===== src/rtl/kwin_pkg.sv =====
// Shared definitions for the keyed windowed watchdog.
// Assumes a byte-wide register port with four offsets.
package kwin_pkg;
    localparam int CTRL_W = 4;

    // Register offsets; decoded by the register file.
    typedef enum logic [1:0] {
        OFS_CTRL = 2'd0,
        OFS_SERV = 2'd1,
        OFS_WLO  = 2'd2,
        OFS_WHI  = 2'd3
    } reg_ofs_e;

    // Control bits, bit 3 down to bit 0.
    typedef struct packed {
        logic irq_en;
        logic pin_en;
        logic pin_hi;
        logic run;
    } ctrl_t;
endpackage


===== src/rtl/kwin_regfile.sv =====
// Register file: write-once control and window registers, bus error
// on refused writes, registered read data, and the service-write strobe.
// Assumes at most one of wr/rd per cycle. Bit 3 of control stays writable.
module kwin_regfile
    import kwin_pkg::*;
#(
    parameter int            DW      = 8,
    parameter logic [DW-1:0] WHI_RST = '1
) (
    input  logic          clk,
    input  logic          rst_n,
    input  logic [1:0]    addr,
    input  logic          wr,
    input  logic          rd,
    input  logic [DW-1:0] wdata,
    output logic [DW-1:0] rdata,
    output logic          bus_err,
    output ctrl_t         ctrl,
    output logic [DW-1:0] win_lo,
    output logic [DW-1:0] win_hi,
    output logic          serv_wr
);
    localparam int PAD_W = DW - CTRL_W;

    logic ctrl_lock, lo_lock, hi_lock;
    reg_ofs_e ofs;

    assign ofs     = reg_ofs_e'(addr);
    assign serv_wr = wr && (ofs == OFS_SERV);

    // Accept writes, enforce write-once fields, flag refused writes.
    always_ff @(posedge clk) begin
        if (!rst_n) begin
            ctrl      <= '0;
            ctrl_lock <= 1'b0;
            lo_lock   <= 1'b0;
            hi_lock   <= 1'b0;
            win_lo    <= '0;
            win_hi    <= WHI_RST;
            bus_err   <= 1'b0;
        end else begin
            bus_err <= 1'b0;
            if (wr) begin
                case (ofs)
                    OFS_CTRL: begin
                        ctrl.irq_en <= wdata[3];
                        if (!ctrl_lock) begin
                            ctrl.run    <= wdata[0];
                            ctrl.pin_hi <= wdata[1];
                            ctrl.pin_en <= wdata[2];
                            ctrl_lock   <= 1'b1;
                        end else if (wdata[2:0] != ctrl[2:0]) begin
                            bus_err <= 1'b1;
                        end
                    end
                    OFS_WLO: begin
                        if (!lo_lock) begin
                            win_lo  <= wdata;
                            lo_lock <= 1'b1;
                        end else begin
                            bus_err <= 1'b1;
                        end
                    end
                    OFS_WHI: begin
                        if (!hi_lock) begin
                            win_hi  <= wdata;
                            hi_lock <= 1'b1;
                        end else begin
                            bus_err <= 1'b1;
                        end
                    end
                    default: ;
                endcase
            end
        end
    end

    // Return the addressed register one cycle after the read strobe.
    always_ff @(posedge clk) begin
        if (!rst_n) begin
            rdata <= '0;
        end else if (rd) begin
            case (ofs)
                OFS_CTRL: rdata <= {{PAD_W{1'b0}}, ctrl};
                OFS_WLO:  rdata <= win_lo;
                OFS_WHI:  rdata <= win_hi;
                default:  rdata <= '0;
            endcase
        end else begin
            rdata <= '0;
        end
    end


    wlo_once_chk: assert property (@(posedge clk) disable iff (!rst_n)
        lo_lock |=> $stable(win_lo));

    whi_once_chk: assert property (@(posedge clk) disable iff (!rst_n)
        hi_lock |=> $stable(win_hi));

    ctrl_once_chk: assert property (@(posedge clk) disable iff (!rst_n)
        ctrl_lock |=> $stable(ctrl[2:0]));
endmodule


===== src/rtl/kwin_keyseq.sv =====
// Key-sequence decoder: tracks the first key byte and the time since it.
// It reports a legal pair (svc_ok) or a broken one (svc_bad) in the
// same cycle as the completing service write. It is idle while inactive.
module kwin_keyseq #(
    parameter int            DW      = 8,
    parameter int            SVC_WIN = 15,
    parameter logic [DW-1:0] KEY_A   = 8'hB4,
    parameter logic [DW-1:0] KEY_B   = 8'h2C
) (
    input  logic          clk,
    input  logic          rst_n,
    input  logic          active,
    input  logic          serv_wr,
    input  logic [DW-1:0] wdata,
    output logic          svc_ok,
    output logic          svc_bad
);
    localparam int            TW   = $clog2(SVC_WIN + 2);
    localparam logic [TW-1:0] LATE = TW'(SVC_WIN + 1);
    localparam logic [TW-1:0] LIM  = TW'(SVC_WIN);

    logic          armed;
    logic [TW-1:0] elapsed;

    assign svc_ok  = active && serv_wr && armed && (wdata == KEY_B) && (elapsed <= LIM);
    assign svc_bad = active && serv_wr && !svc_ok && (armed || (wdata != KEY_A));

    // Arm on the first key and count cycles since it, saturating past the limit.
    always_ff @(posedge clk) begin
        if (!rst_n || !active) begin
            armed   <= 1'b0;
            elapsed <= '0;
        end else if (serv_wr) begin
            if (!armed && (wdata == KEY_A)) begin
                armed   <= 1'b1;
                elapsed <= TW'(1);
            end else begin
                armed   <= 1'b0;
                elapsed <= '0;
            end
        end else if (armed && (elapsed != LATE)) begin
            elapsed <= elapsed + 1'b1;
        end
    end


    seq_done_chk: assert property (@(posedge clk) disable iff (!rst_n)
        svc_ok |=> !armed);
endmodule


===== src/rtl/kwin_core.sv =====
// Counter and failure latch. It counts once per cycle while running and
// saturates at all-ones. It restarts on an in-window refresh and latches
// fail on expiry, an early or broken refresh, or an active monitor pin.
// Assumes mon_in is already synchronous to clk.
module kwin_core #(
    parameter int DW = 8
) (
    input  logic          clk,
    input  logic          rst_n,
    input  logic          run,
    input  logic          pin_en,
    input  logic          pin_hi,
    input  logic          mon_in,
    input  logic [DW-1:0] win_lo,
    input  logic [DW-1:0] win_hi,
    input  logic          svc_ok,
    input  logic          svc_bad,
    output logic          fail
);
    logic [DW-1:0] cnt;
    logic          pin_act, early, expired;

    assign pin_act = pin_en && (mon_in == pin_hi);
    assign early   = svc_ok && (cnt < win_lo);
    assign expired = cnt > win_hi;

    // Advance the count, restart it on an in-window refresh.
    always_ff @(posedge clk) begin
        if (!rst_n || !run) begin
            cnt <= '0;
        end else if (svc_ok && !early) begin
            cnt <= '0;
        end else if (cnt != '1) begin
            cnt <= cnt + 1'b1;
        end
    end

    // Latch the failure until reset.
    always_ff @(posedge clk) begin
        if (!rst_n || !run) begin
            fail <= 1'b0;
        end else if (svc_bad || early || expired || pin_act) begin
            fail <= 1'b1;
        end
    end


    expiry_chk: assert property (@(posedge clk) disable iff (!rst_n)
        (run && cnt > win_hi) |=> fail);

    saturate_chk: assert property (@(posedge clk) disable iff (!rst_n)
        (run && cnt == '1 && !svc_ok) |=> cnt == '1);

    early_svc_chk: assert property (@(posedge clk) disable iff (!rst_n)
        (run && svc_ok && cnt < win_lo) |=> fail);

    ok_bad_excl_chk: assert property (@(posedge clk) disable iff (!rst_n)
        !(svc_ok && svc_bad));

    fail_sticky_chk: assert property (@(posedge clk) disable iff (!rst_n)
        fail |=> fail);
endmodule


===== src/rtl/kwin_watchdog.sv =====
// Top of the keyed windowed watchdog: register file, key decoder and
// counter core, plus the interrupt gate.
// Assumes single-clock use with a synchronous active-low reset.
module kwin_watchdog
    import kwin_pkg::*;
#(
    parameter int          DW      = 8,
    parameter int          SVC_WIN = 15,
    parameter logic [7:0]  KEY_A   = 8'hB4,
    parameter logic [7:0]  KEY_B   = 8'h2C
) (
    input  logic          clk,
    input  logic          rst_n,
    input  logic [1:0]    bus_addr,
    input  logic          bus_wr,
    input  logic          bus_rd,
    input  logic [DW-1:0] bus_wdata,
    output logic [DW-1:0] bus_rdata,
    output logic          bus_err,
    input  logic          mon_in,
    output logic          fail_out,
    output logic          irq_out
);
    ctrl_t         ctrl;
    logic [DW-1:0] win_lo, win_hi;
    logic          serv_wr, svc_ok, svc_bad;

    kwin_regfile #(.DW(DW), .WHI_RST({DW{1'b1}})) u_regs (
        .clk(clk), .rst_n(rst_n), .addr(bus_addr), .wr(bus_wr), .rd(bus_rd),
        .wdata(bus_wdata), .rdata(bus_rdata), .bus_err(bus_err), .ctrl(ctrl),
        .win_lo(win_lo), .win_hi(win_hi), .serv_wr(serv_wr)
    );

    kwin_keyseq #(.DW(DW), .SVC_WIN(SVC_WIN), .KEY_A(DW'(KEY_A)), .KEY_B(DW'(KEY_B))) u_keys (
        .clk(clk), .rst_n(rst_n), .active(ctrl.run), .serv_wr(serv_wr),
        .wdata(bus_wdata), .svc_ok(svc_ok), .svc_bad(svc_bad)
    );

    kwin_core #(.DW(DW)) u_core (
        .clk(clk), .rst_n(rst_n), .run(ctrl.run), .pin_en(ctrl.pin_en),
        .pin_hi(ctrl.pin_hi), .mon_in(mon_in), .win_lo(win_lo), .win_hi(win_hi),
        .svc_ok(svc_ok), .svc_bad(svc_bad), .fail(fail_out)
    );

    // Interrupt request follows the failure while enabled.
    assign irq_out = ctrl.irq_en && fail_out;


    irq_follow_chk: assert property (@(posedge clk) disable iff (!rst_n)
        ($rose(fail_out) && ctrl.irq_en) |-> irq_out);
endmodule


===== config.mk =====
export PLATFORM = sky130hd
export DESIGN_NAME = kwin_watchdog
export DESIGN_NICKNAME = d
export VERILOG_FILES = /design/src/rtl/kwin_pkg.sv /design/src/rtl/kwin_regfile.sv /design/src/rtl/kwin_keyseq.sv /design/src/rtl/kwin_core.sv /design/src/rtl/kwin_watchdog.sv
export SDC_FILE = /design/constraint.sdc
export NUM_CORES = 1
export LEC_CHECK = 0
export ABC_AREA = 1
export CAP_MARGIN = 25
export CORE_MARGIN = 3
export CORE_UTILIZATION = 35
export DETAILED_ROUTE_END_ITERATION = 10
export SYNTH_ARGS = -nofsm -noshare
export SYNTH_HDL_FRONTEND = slang
export SYNTH_HIERARCHICAL = 1
export SYNTH_SLANG_ARGS = --single-unit

===== constraint.sdc =====
create_clock -name clk -period 1.6 [get_ports clk]
set_input_delay 0.24 -clock clk [delete_from_list [all_inputs] [get_ports clk]]
set_output_delay 0.24 -clock clk [all_outputs]
set_load 0.02 [all_outputs]

==> results.json <==
{
  "area_growth_pct": 28.3,
  "io_pins": 26,
  "yosysSeqAreaShare_pct": 35.2,
  "rrSetupSlack_ns": 0.14,
  "r2r_end": "u_core/fail",
  "drc_errors": 0,
  "synthesis.area_um2": 2670,
  "cts_tree": "yes",
  "yosys.area_share.simple_pct": 30.5,
  "clock_path_buffers": 2,
  "drt-wirelength-per-cell_um": 11.3,
  "crit_type": "reg2out",
  "crit_arrival_ns": 1.22,
  "power_mw": 2.48,
  "cts_made_buffers": 5,
  "synth_cell_types": 40,
  "cp_max_fo": 1,
  "synthTopCellsByArea": "dfxtp_1 35%, nand2_1 13%, inv_1 9.7%, ha_1 8.9%, nor2_1 6.2%",
  "synth-seq-cells": 47,
  "max_slew.worst_pin.slew_ns": 0.272,
  "ir_worst_vdd_v": 0.000361,
  "drive_above_1_share_pct": 20.7,
  "r2r.worst_path.cells": 13,
  "n_fill_cell": 730,
  "cts_max_level": 2,
  "antenna_found_initial": 0,
  "final_max_slew_viol_count": 0,
  "synth_ff_type": "dfxtp_1",
  "finalWeightedCongestion": 0.813,
  "grt_pass1_wl_mm": 10.7,
  "whs_endpoint": "u_regs/bus_err",
  "slowest_delay_ns": 0.60,
  "grt_overflow": 0,
  "dieArea_um2": 8720,
  "dr.first_iter.drc_count": 99,
  "place.port_buffers": 25,
  "cts_root_buffer": "clkbuf_8",
  "min-delay-start": "bus_wr",
  "critPathBufInv": 1,
  "cp-end-kind": "primary output",
  "synth_edf_count": 0,
  "yosys.area.top_type_share_pct": 35.2,
  "min_period_ns": 1.46,
  "syn_inst": 383,
  "fin_crit_sh_pct": 91.2,
  "drtAntennaViolNets": 0,
  "synthArstFlopShare_pct": 0,
  "tns_ns": 0,
  "rsz0062_at_grt": "yes",
  "synthXorXnorAreaFrac_pct": 1.64,
  "cp_cell_sequence": "clkdlybuf4s50_1",
  "stdcell_count": 539,
  "synth_fa_ha_area_share_pct": 8.90,
  "die_w_um": 93.4,
  "fmax_mhz": 685,
  "crit_path_start_kind": "flop",
  "viasPerCell": 4.49,
  "die_height_um": 93.4,
  "cts_sinks": 47,
  "fin_worst_skew_ns": 0.00661,
  "setup_slack_ns": 0.141,
  "syn_avg_cell_area_um2": 6.97,
  "grt_pass1_vias": 2386,
  "design_area_um2": 3430,
  "grt_usage_pct": 15.2,
  "rows": 31,
  "drv_cap": 0,
  "yosysTopAreaCell": "dfxtp_1",
  "final-setup-viol-count": 0,
  "synthMuxAreaShare_pct": 0,
  "slowest_stage": "clkdlybuf4s50_1",
  "dp_hpwl_mm": 4.83,
  "hold_violations": 0,
  "vias": 2421,
  "place_area_um2": 3230,
  "totalWireLength_mm": 6.11,
  "p_leak_nw": 1.75,
  "dp_slack_ns": -0.376,
  "synth_top_family_by_area": "simple AND/OR/NAND/NOR gates",
  "critical_path.top_delay_family": "buffers and inverters",
  "synth_compound_area_share_pct": 11.0,
  "cts.clk_slew.worst_paths_ns": 0.09,
  "synth.most_common_cell": "nand2_1",
  "power_density_nw_per_um2": 722,
  "worstReg2RegStart": "u_keys/elapsed[1]",
  "core_area_um2": 7330,
  "yosysWarnings": 6,
  "outcome": "finished, final reports clean",
  "nets": 473,
  "syn-num-nets": 417,
  "first_pass_iters": 4,
  "required_ns": 1.36,
  "min_path_type": "in2reg",
  "grt_max_degree": 19,
  "yosys-top-cells-count": "95 x nand2_1, 69 x inv_1, 47 x dfxtp_1",
  "hold_depth": 4,
  "clkLatencyLatePin_ns": 0.30,
  "diodes": 0,
  "slew_headroom_pct": 81.8,
  "dpl.cell_count": 530,
  "initial_core_util_pct": 36.4
}
## cell families (layout without fill, tap and decap cells)
kind of cell / Yosys count / after routing
AOI/OAI and AO/OA: 50 / 50
xor gates and xnor gates: 5 / 5
adders and majority gates: 19 / 19
buffers and inverters: 82 / 139
DFF: 47 / 47
and+or+nand+nor: 180 / 180
## per-stage QoR
step	util, %	hold WS (ns)
CTS	45.8	0.485
global placement	44.0	0.469
global route	46.8	0.397
finish	46.8	0.377
floorplan	-	0.353
detailed placement	44.0	0.470
## power by group
part	total (mW)	switching (mW)	internal, mW	leakage [nW]
clock	0.911	0.405	0.506	0.0612
combinational	0.330	0.180	0.150	1.30
sequential	1.23	0.0260	1.21	0.385
total	2.48	0.611	1.86	1.75
## final cells by class
class	instances	area, um^2	area share (%)
clock buffers	6	82.6	2.41
flip-flops and latches	47	953	27.8
inverters	77	300	8.76
clock inverters	2	35.0	1.02
well taps	99	124	3.61
multi-input cells	254	1450	42.2
repair buffers	54	485	14.2
## what timing repair did
item / in CTS / in global routing
setup buffers: 1 / 0
pin swaps: 0 / 11
setup endpoints to repair: 10 / 10
resized for setup: 3 / 28
cloned: 0 / 0
hold buffers: 0 / 0
## routing by layer
metal  share of wire [%]  wire length (um)  vias up  global-route usage (%)
met2                  48              2950       28                    26.0
met3                 3.6               217        4                    2.74
met5                   0                 0        -                       0
li1                    -                 -     1299                       -
met1                  47              2890     1090                    19.8
met4                0.90                55        0                    3.66
## state kept, by name, indices dropped and copies added, names as in the netlist
register	count
u_core/cnt	8
u_regs/rdata	8
u_regs/win_hi	8
u_regs/win_lo	8
u_keys/elapsed	5
u_regs/ctrl	4
u_core/fail	1
u_keys/armed	1
u_regs/bus_err	1
u_regs/ctrl_lock	1
u_regs/hi_lock	1
u_regs/lo_lock	1
## cells in the final DEF (no fill, tap or decap), drive strengths merged, types with 2 or more instances in the layout
cell           synthesis  final
dfxtp                 47     47
a21oi                 20     20
o21ai                 19     19
dlymetal6s2s           0      3
nor3                   2      2
xor2                   3      3
xnor2                  2      2
clkbuf                 1      6
clkinv                 3      4
buf                    4     29
inv                   74     74
o211ai                 5      5
nand4                  3      3
nand3                 16     16
nand2                105    105
nor2                  52     52
dlygate4sd2            0      2
clkdlybuf4s50          0     20
ha                    19     19
## worst max path at each step
| stage | startpoint | endpoint | slack (ns) | cells after the start |
|---|---|---|---|---|
| finish | u_regs/rdata[1] | bus_rdata[1] | 0.14 | 1 |
| global placement | bus_addr[0] | u_core/fail | -0.34 | 15 |
| global route | bus_wdata[7] | u_core/fail | -0.05 | 12 |
| floorplan | bus_wr | u_core/fail | 0.1 | 14 |
| CTS | bus_wr | u_core/fail | 0.03 | 15 |
| detailed placement | bus_addr[0] | u_core/fail | -0.38 | 15 |
(Power assumes the default switching activity.)
